===== src/rtl/tts_filt_pkg.sv =====
package tts_filt_pkg;
  localparam int CODE_W = 4;
  localparam int OH_W   = 5;
  localparam int HIST_W = 3;

  localparam logic [CODE_W-1:0] CODE_READY = 4'h8;
  localparam logic [CODE_W-1:0] CODE_BUSY  = 4'h4;
  localparam logic [CODE_W-1:0] CODE_OFW   = 4'h1;
  localparam logic [CODE_W-1:0] CODE_OOS   = 4'h2;
  localparam logic [CODE_W-1:0] CODE_ERR   = 4'hC;
  localparam logic [CODE_W-1:0] CODE_DIS_A = 4'h0;
  localparam logic [CODE_W-1:0] CODE_DIS_B = 4'hF;

  // one-hot bit positions, highest priority first
  localparam int OH_DIS  = 4;
  localparam int OH_ERR  = 3;
  localparam int OH_OOS  = 2;
  localparam int OH_BUSY = 1;
  localparam int OH_OFW  = 0;

  function automatic logic [OH_W-1:0] code_onehot(input logic [CODE_W-1:0] c);
    logic [OH_W-1:0] v;
    v = '0;
    unique case (c)
      CODE_READY:             v = '0;
      CODE_BUSY:              v[OH_BUSY] = 1'b1;
      CODE_OFW:               v[OH_OFW]  = 1'b1;
      CODE_OOS:               v[OH_OOS]  = 1'b1;
      CODE_DIS_A, CODE_DIS_B: v[OH_DIS]  = 1'b1;
      default:                v[OH_ERR]  = 1'b1;
    endcase
    return v;
  endfunction

  function automatic logic [HIST_W-1:0] code_crit_bits(input logic [CODE_W-1:0] c);
    logic [OH_W-1:0] v;
    v = code_onehot(c);
    return {v[OH_DIS], v[OH_ERR], v[OH_OOS]};
  endfunction

  function automatic logic code_is_crit(input logic [CODE_W-1:0] c);
    return |code_crit_bits(c);
  endfunction

  function automatic logic [OH_W-1:0] prio_pick(input logic [OH_W-1:0] v);
    logic [OH_W-1:0] r;
    r = '0;
    for (int b = OH_W - 1; b >= 0; b--) begin
      if (v[b] && r == '0) r[b] = 1'b1;
    end
    return r;
  endfunction
endpackage


===== src/rtl/tts_chan_filter.sv =====
module tts_chan_filter
  import tts_filt_pkg::*;
#(
  parameter int RPT = 4
) (
  input  logic              clk,
  input  logic              rst_n,
  input  logic [CODE_W-1:0] raw_i,
  input  logic              active_i,
  input  logic              clr_i,
  output logic [CODE_W-1:0] filt_o,
  output logic [OH_W-1:0]   onehot_o,
  output logic [HIST_W-1:0] hist_o,
  output logic              rdy_seen_o
);
  localparam int CNT_W = $clog2(RPT + 1);
  localparam logic [CNT_W-1:0] RUN_FULL = CNT_W'(RPT);

  function automatic logic [CNT_W-1:0] run_advance(input logic [CNT_W-1:0] run,
                                                   input logic same);
    if (!same) return CNT_W'(1);
    if (run >= RUN_FULL) return RUN_FULL;
    return run + CNT_W'(1);
  endfunction

  logic [CODE_W-1:0] prev_q, filt_q;
  logic              prev_vld_q;
  logic [CNT_W-1:0]  run_q;
  logic [HIST_W-1:0] hist_q;

  // named internal events
  logic              same_w, crit_w, accept_w;
  logic [CNT_W-1:0]  run_nx;
  logic [CODE_W-1:0] filt_nx;
  logic [HIST_W-1:0] hist_nx;

  always_comb begin
    same_w   = prev_vld_q && (raw_i == prev_q);
    run_nx   = run_advance(run_q, same_w);
    crit_w   = code_is_crit(raw_i);
    accept_w = !crit_w || (run_nx == RUN_FULL && !clr_i);
    if (!active_i)     filt_nx = CODE_READY;
    else if (accept_w) filt_nx = raw_i;
    else               filt_nx = filt_q;
    if (clr_i)         hist_nx = '0;
    else if (active_i) hist_nx = hist_q | code_crit_bits(filt_nx);
    else               hist_nx = hist_q;
  end

  always_ff @(posedge clk) begin
    if (!rst_n) begin
      prev_q     <= CODE_READY;
      prev_vld_q <= 1'b0;
      run_q      <= '0;
      filt_q     <= CODE_READY;
      hist_q     <= '0;
    end else begin
      prev_q  <= raw_i;
      filt_q  <= filt_nx;
      hist_q  <= hist_nx;
      if (!active_i || clr_i) begin
        run_q      <= '0;
        prev_vld_q <= 1'b0;
      end else begin
        run_q      <= run_nx;
        prev_vld_q <= 1'b1;
      end
    end
  end

  assign filt_o     = active_i ? filt_q : CODE_READY;
  assign onehot_o   = active_i ? code_onehot(filt_q) : '0;
  assign hist_o     = hist_q;
  assign rdy_seen_o = active_i && (raw_i == CODE_READY);

  AST_CRIT_AFTER_RUN: assert property (@(posedge clk) disable iff (!rst_n)
    ((filt_q != $past(filt_q)) && code_is_crit(filt_q)) |-> (run_q == RUN_FULL));

  AST_HIST_STICKY: assert property (@(posedge clk) disable iff (!rst_n)
    (($past(hist_q) & ~hist_q) != '0) |-> $past(clr_i));

  AST_CLEAR_ZEROES: assert property (@(posedge clk) disable iff (!rst_n)
    clr_i |=> (hist_q == '0 && run_q == '0));
endmodule


===== src/rtl/tts_resync_hold.sv =====
module tts_resync_hold #(
  parameter int NCH = 12
) (
  input  logic           clk,
  input  logic           rst_n,
  input  logic           resync_i,
  input  logic [NCH-1:0] active_i,
  input  logic [NCH-1:0] rdy_seen_i,
  output logic           hold_o
);
  logic           hold_q;
  logic [NCH-1:0] seen_q, seen_nx;
  logic           all_done_w;

  assign seen_nx    = seen_q | rdy_seen_i;
  assign all_done_w = &(seen_nx | ~active_i);

  always_ff @(posedge clk) begin
    if (!rst_n) begin
      hold_q <= 1'b0;
      seen_q <= '0;
    end else if (resync_i) begin
      hold_q <= 1'b1;
      seen_q <= '0;
    end else if (hold_q && all_done_w) begin
      hold_q <= 1'b0;
      seen_q <= '0;
    end else if (hold_q) begin
      seen_q <= seen_nx;
    end
  end

  assign hold_o = hold_q;

  AST_RESYNC_SETS_HOLD: assert property (@(posedge clk) disable iff (!rst_n)
    resync_i |=> hold_q);

  AST_HOLD_RELEASE: assert property (@(posedge clk) disable iff (!rst_n)
    $fell(hold_q) |-> !$past(resync_i));
endmodule


===== src/rtl/tts_state_merge.sv =====
module tts_state_merge
  import tts_filt_pkg::*;
#(
  parameter int NCH = 12
) (
  input  logic [NCH*OH_W-1:0] oh_flat_i,
  input  logic                hold_i,
  output logic [OH_W-1:0]     comb_o
);
  logic [OH_W-1:0] any_w;

  always_comb begin
    any_w = '0;
    for (int ch = 0; ch < NCH; ch++) any_w |= oh_flat_i[ch*OH_W +: OH_W];
    if (hold_i) any_w[OH_BUSY] = 1'b1;
    comb_o = prio_pick(any_w);
  end
endmodule


===== src/rtl/tts_filter_top.sv =====
module tts_filter_top
  import tts_filt_pkg::*;
#(
  parameter int NCH = 12,
  parameter int RPT = 4
) (
  input  logic                  clk,
  input  logic                  rst_n,
  input  logic [NCH*CODE_W-1:0] raw_code_i,
  input  logic [NCH-1:0]        chan_en_i,
  input  logic [NCH-1:0]        chan_ign_i,
  input  logic                  resync_i,
  input  logic                  clear_i,
  output logic [NCH*CODE_W-1:0] filt_code_o,
  output logic [NCH*OH_W-1:0]   state_oh_o,
  output logic [NCH*HIST_W-1:0] hist_o,
  output logic [OH_W-1:0]       comb_oh_o
);
  logic [NCH-1:0] active_w;
  logic [NCH-1:0] rdy_seen_w;
  logic           hold_w;

  assign active_w = chan_en_i & ~chan_ign_i;

  for (genvar ch = 0; ch < NCH; ch++) begin : g_chan
    tts_chan_filter #(.RPT(RPT)) u_chan (
      .clk        (clk),
      .rst_n      (rst_n),
      .raw_i      (raw_code_i[ch*CODE_W +: CODE_W]),
      .active_i   (active_w[ch]),
      .clr_i      (clear_i),
      .filt_o     (filt_code_o[ch*CODE_W +: CODE_W]),
      .onehot_o   (state_oh_o[ch*OH_W +: OH_W]),
      .hist_o     (hist_o[ch*HIST_W +: HIST_W]),
      .rdy_seen_o (rdy_seen_w[ch])
    );
  end

  tts_resync_hold #(.NCH(NCH)) u_hold (
    .clk        (clk),
    .rst_n      (rst_n),
    .resync_i   (resync_i),
    .active_i   (active_w),
    .rdy_seen_i (rdy_seen_w),
    .hold_o     (hold_w)
  );

  tts_state_merge #(.NCH(NCH)) u_merge (
    .oh_flat_i (state_oh_o),
    .hold_i    (hold_w),
    .comb_o    (comb_oh_o)
  );

  AST_COMB_ONEHOT: assert property (@(posedge clk) disable iff (!rst_n)
    $onehot0(comb_oh_o));

  AST_HOLD_FORCES_BUSY: assert property (@(posedge clk) disable iff (!rst_n)
    (hold_w && comb_oh_o[OH_W-1:OH_OOS] == '0) |-> comb_oh_o[OH_BUSY]);
endmodule


===== config.mk =====
export PLATFORM = sky130hd
export DESIGN_NAME = tts_filter_top
export DESIGN_NICKNAME = d
export VERILOG_FILES = /design/src/rtl/tts_filt_pkg.sv /design/src/rtl/tts_chan_filter.sv /design/src/rtl/tts_resync_hold.sv /design/src/rtl/tts_state_merge.sv /design/src/rtl/tts_filter_top.sv
export SDC_FILE = /design/constraint.sdc
export NUM_CORES = 1
export LEC_CHECK = 0
export BUFFER_PORTS_ARGS = -buffer_cell sky130_fd_sc_hd__buf_2
export CORE_ASPECT_RATIO = 1.5
export CORE_MARGIN = 2
export CORE_UTILIZATION = 55
export CTS_BUF_LIST = sky130_fd_sc_hd__clkbuf_16
export DETAILED_ROUTE_END_ITERATION = 10
export GPL_ROUTABILITY_DRIVEN = 0
export PLACE_DENSITY_LB_ADDON = 0.12
export SETUP_SLACK_MARGIN = 0.02
export SYNTH_ARGS = -nofsm -noshare
export SYNTH_HDL_FRONTEND = slang
export SYNTH_HIERARCHICAL = 1
export SYNTH_SLANG_ARGS = --single-unit

===== constraint.sdc =====
create_clock -name clk -period 2.45 [get_ports clk]
set_input_delay 0.1225 -clock clk [delete_from_list [all_inputs] [get_ports clk]]
set_output_delay 0.1225 -clock clk [all_outputs]
set_load 0.05 [all_outputs]

Word level (Yosys, flattened, before mapping) --
Cells that the tools add are included.
Storage, ports and cells: flip-flop bits (word level) 193, input port bits 76, word-level logic and storage cells 893
Cells by class: add/sub/neg operators 12, order comparisons 12, equality and inequality tests 204, mux-type cells 344, bitwise gates (word level) 30, reductions and logical operators 229
Operator list (count):
- 4-bit equality test, second input constant | 72
- 1-bit 2-to-1 mux | 248
- 6-bit OR reduction | 36
- 4-bit logical NOT | 37
- 4-bit by 1-bit equality test with 1-bit output, second input constant | 36
- 4-bit by 2-bit equality test with 1-bit output, second input constant | 36
- 4-bit by 3-bit equality test with 1-bit output, second input constant | 36
- 3-bit 2-to-1 mux | 48
- 4-bit 2-to-1 mux | 36
- 2-bit OR reduction | 49
- 5-bit 2-to-1 mux | 12
- 5-bit OR | 11
- 4-bit equality test | 12
- 1-bit logical AND | 41
- 3-bit OR reduction | 13
- 3-bit by 1-bit adder with 3-bit output, second input constant | 12
- 3-bit equality test, second input constant | 12
- 3-bit greater-or-equal comparator, second input constant | 12
- 3-bit OR | 12
- 1-bit logical NOT | 25
- 1-bit logical OR | 24
- 12-bit inverter | 2
- 12-bit OR | 2
- 12-bit AND | 1
- 5 further kinds | 6

Logic depth before layout (Yosys ltp) --
depth in word-level cells 28, mapped depth 10, depth with buffers taken out 8

By module --
The synthesis kept the hierarchy.
By module, submodules not included:
- tts_chan_filter at g_chan[10].u_chan ... | instances 11, cells each 101, area an instance 892.1 µm²
- tts_chan_filter at g_chan[0].u_chan | instances 1, cells each 108, area an instance 1002.2 µm²
- tts_resync_hold | instances 1, cells each 60, area an instance 556.8 µm²
- tts_filter_top | instances 1, cells each 12, area an instance 165.2 µm²
- tts_state_merge | instances 1, cells each 26, area an instance 162.7 µm²

Worst setup path before layout --
Ideal clock, no wire load.
path kind register to output, start point reg g_chan[0].u_chan.filt_q[3], end point out comb_oh_o[2], arrival 3853 ps, data required time 2328 ps, setup slack -1525 ps, cell stages (with the launch flop) 7, path buffers 0, cells stage by stage dfxtp_1 -> nand2b_1 -> or2_2 -> nor3b_1 -> nor4_1 -> nand3_1 -> nor3b_1
Between the ends: elaborated cells between the ends (all ways) 30, classes of those cells eq/ne: 5; mux: 7; bitwise: 12; reduce/logical: 6
RTL lines:
- start, declared | line tts_chan_filter.sv:26 | logic [CODE_W-1:0] prev_q, filt_q;
- start signal, assigned | line tts_chan_filter.sv:59 | filt_q <= filt_nx;
- 4-bit by 2-bit equality test with 1-bit output | line tts_filt_pkg.sv:24 | unique case (c)
- 1-bit 2-to-1 mux | line tts_filt_pkg.sv:24
- 5-bit 2-to-1 mux | line tts_chan_filter.sv:72 | assign onehot_o = active_i ? code_onehot(filt_q) : '0;
- named net state_oh_o[2] | line tts_filter_top.sv:15 | output logic [NCH*OH_W-1:0] state_oh_o,
- 5-bit OR (11 in a row) | line tts_state_merge.sv:14 | for (int ch = 0; ch < NCH; ch++) any_w |= oh_flat_i[ch*OH_W +: OH_W];
- 1-bit logical AND | line tts_filt_pkg.sv:49 | if (v[b] && r == '0) r[b] = 1'b1;
- 1-bit 2-to-1 mux | line tts_filt_pkg.sv:49
- end, declared | line tts_filter_top.sv:17 | output logic [OH_W-1:0] comb_oh_o
The timed path passes the listed nets, and every way through them passes these cells.

Worst setup path in the final report --
start point reg g_chan[5].u_chan.filt_q[0], end point out comb_oh_o[2]
Between the ends: cells in the longest elaborated chain, start to end 18, elaborated cells between the ends (all ways) 26, classes of those cells eq/ne: 5; mux: 7; bitwise: 8; reduce/logical: 6
RTL lines (line):
- start, declared | tts_chan_filter.sv:26
- start signal, assigned | tts_chan_filter.sv:59
- 4-bit equality test or 4-bit logical NOT (tied branches) | tts_filt_pkg.sv:24
- 2-bit OR reduction | tts_filt_pkg.sv:24
- 1-bit 2-to-1 mux | tts_filt_pkg.sv:24
- 5-bit 2-to-1 mux * | tts_chan_filter.sv:72
- 5-bit OR * (7 in a row) | tts_state_merge.sv:14
- 1-bit 2-to-1 mux | tts_filt_pkg.sv:49
- 1-bit inverter | tts_filt_pkg.sv:49
- 1-bit logical AND | tts_filt_pkg.sv:49
- 1-bit 2-to-1 mux | tts_filt_pkg.sv:49
- 2-bit logical NOT | tts_filt_pkg.sv:49
- 1-bit logical AND * | tts_filt_pkg.sv:49
- 1-bit 2-to-1 mux * | tts_filt_pkg.sv:49
Mark *: on every way between the ends. The rest lies on a longest branch, timed or not.

==> flow_summary_export.csv <==
group,metric,value,unit
setup_path,r2r_cells,8,
setup_path,critical_path_class,"register to output port",
setup_path,crit_fanout,7,
setup_path,cp_num_buf_inv,2,
place,port_buffers,224,
finish,final_common_cell,"buf_2",
synthesis,postSynthCellCount,1317,
global_route,grt_max_degree,38,
synthesis,synthesis.nets,1417,
power_and_ir_drop,ir_drop,432,uV
power_and_ir_drop,p_leak,6.11,nW
setup_path,max_stage_delay,0.41,ns
cts,h-tree-depth,4,
synthesis,ys_ff_latch,193,
min_path,min_path_cells,4,
sta,slew-limit-headroom,0.558,
synthesis,ys_warn_count,6,
finish,finalNetCount,1679,
sta,drv_slew,0,
die,io_pins,225,
route,drt_iter0_markers,485,
die,fp.dieArea,22500,um^2
sta,fin_ws,-0.146,ns
route,drc,0,
cts,clock_latency,0.44,ns
sta,fmax,385,MHz
finish,finish.utilization,0.688,
finish,final-seq-area,3880,um^2
cts,root_buffer,"clkbuf_16",
sta,clock_skew,0.00688,ns
min_path,hold_class,"primary input to register",
setup_path,critPathLaunchType,"register",
finish,final_cell_mix,"buf_2, dfxtp_1, nor2_1, nand2_1, and2_1",
die,die_w,123,um
synthesis,synth.avg_cell_area,8.88,um^2
place,placedInstanceArea,13400,um^2
global_route,grt_usage,0.290,
route,wl_per_cell,17.1,um
sta,setup_tns,-0.517,ns
cts,clkSinkCount,193,
global_route,grt_overflow_total,0,
setup_path,endpoint_kind,"output port",
finish,drive_gt1_frac,0.319,
route,ant_nets,0,
setup_path,cp.depth,7,
synthesis,ys_seq_area_frac,0.330,
synthesis,synth_flop_cell,"dfxtp_1",
sta,period_needed,2.60,ns
global_route,grt_first_pass_wirelength,51300,um
sta,final.period_utilization,1.06,
outcome,status,"finished with violations",
finish,syn_to_final_growth,23.4,%
die,row_count,65,
route,vias,10400,
synthesis,synthArstFlopShare,0,
route,first_pass_iters,5,
setup_path,crit_slowest_cell,"or3_4",
setup_path,arrival,2.47,ns
synthesis,yosysUniqueCellTypes,63,
synthesis,synthesis.area,11700,um^2
sta,hold_viol_final,0,
cts,cts_tree,"built",
route,routed_via_density,5.61,
finish,num_antenna_cells,0,
die,dieHeight,183,um
power_and_ir_drop,finalPower,6.85,mW
setup_path,crit_family,"simple AND/OR/NAND/NOR gates",
finish,final_area,14400,um^2
global_route,grt_pass1_vias,10100,
setup_path,worstPathRequired,2.33,ns
sta,worstMarginPinSlew,0.664,ns
setup_path,timing.critical_path.mode_cell,"buf_6",
cts,cts_buffers,17,
die,core,21000,um^2
finish,fill_cells,1796,
place,dp.final_hpwl,24700,um
finish,multi_input_area,7620,um^2
synthesis,synth-edff-count,0,
run,drv_cap,0,
global_route,antenna_found_initial,0,
outcome,failed_checks,"negative setup slack",
cts,path_clk_slew,0.07,ns
power_and_ir_drop,p_per_area,475,nW/um^2
route,totalWireLength,31900,um
sta,rsz0062_at_grt,"yes",
setup_path,cp_cell_sequence,"or3_4 -> o2111a_2 -> nor4_4 -> nand3_4 -> buf_6 -> nor3b_4 -> buf_6",
sta,setup_viol,4,
die,start_util,0.558,
cts,cts_buffer_depth,2,
sta,whs,0.0324,ns
[flip-flops by register name, indices dropped and copies added (netlist names)]
register	flops
g_chan.u_chan/filt_q	48
g_chan.u_chan/hist_o	36
g_chan.u_chan/prev_q	48
g_chan.u_chan/prev_vld_q	12
g_chan.u_chan/run_q	36
u_hold/hold_o	1
u_hold/seen_q	12
[per-layer routing]
| layer | track usage | share of wire | up-vias |
|---|---|---|---|
| li1 | - | - | 5073 |
| met1 | 0.341 | 0.40 | 4966 |
| met2 | 0.511 | 0.51 | 334 |
| met3 | 0.0625 | 0.065 | 55 |
| met4 | 0.102 | 0.026 | 0 |
| met5 | 0 | 0 | - |
[what timing repair did]
action,CTS,global route
setup endpoints to repair,5,17
pin swaps,11,8
setup buffers,6,4
resized for setup,36,31
hold endpoints to repair,19,0
hold buffers,19,0
[cell families after synthesis]
family / synth area share
simple gates: 0.315
flops: 0.330
compound gates: 0.148
buf+inv: 0.0638
xor+xnor: 0.0654
mux: 0.0419
fa+ha+maj: 0.0359
[area by class of cell]
class	count	share of cell area
Inverter	74	0.0192
Multi-Input combinational cell	998	0.528
Sequential cell	193	0.269
Timing Repair Buffer	295	0.122
Clock inverter	15	0.00875
Tap cell	268	0.0232
Clock buffer	17	0.0295
[synthesized netlist by cell type (17+ instances only)]
master	instances	share of area
dfxtp_1	193	0.33
nor2_1	152	0.049
nand2_1	128	0.041
and2_1	99	0.053
inv_1	74	0.024
nor3b_1	49	0.031
mux2i_1	46	0.039
nand3_1	38	0.016
buf_6	36	0.035
o21a_1	35	0.022
xnor2_1	34	0.025
o21ai_0	27	0.012
nor4_1	26	0.014
nor2b_1	25	0.013
ha_1	24	0.026
nand2b_1	24	0.013
o211ai_2	22	0.024
nand4_1	17	0.0091
[where the power goes]
part	switching (mW)	total, mW	internal (mW)	leakage, nW
Clock	1.20	2.67	1.47	0.278
Combinational	0.533	0.929	0.396	4.26
Sequential	0.0493	3.25	3.20	1.57
[worst register-to-register path, stage by stage, from the launching register on]
cell and delay (ns):
dfxtp_1 0.38, inv_1 0.06, ha_1 0.29, and3b_1 0.27
o2111ai_4 0.16, o21ai_4 0.28, mux2_4 0.36, a211oi_1 0.26
o21a_1 0.13
[worst paths after layout]
check,startpoint,slack (ns),to
worst max-delay path,g_chan[5].u_chan/filt_q[0],-0.15,comb_oh_o[2]
worst min-delay path,chan_ign_i[5],0.03,g_chan[5].u_chan/filt_q[0]
worst max register to register,g_chan[0].u_chan/run_q[0],0.20,g_chan[0].u_chan/hist_o[0]
worst min register to register,g_chan[6].u_chan/hist_o[2],0.46,g_chan[6].u_chan/hist_o[2]
[per-stage QoR]
step,instances,setup WS [ns]
2_1_floorplan,1317,0.0200
3_3_place_gp,1800,-0.00181
3_5_place_dp,1800,-0.0665
4_1_cts,1856,-0.195
5_1_grt,1860,-0.212
6_report,1860,-0.146
(Power assumes the default switching activity.)
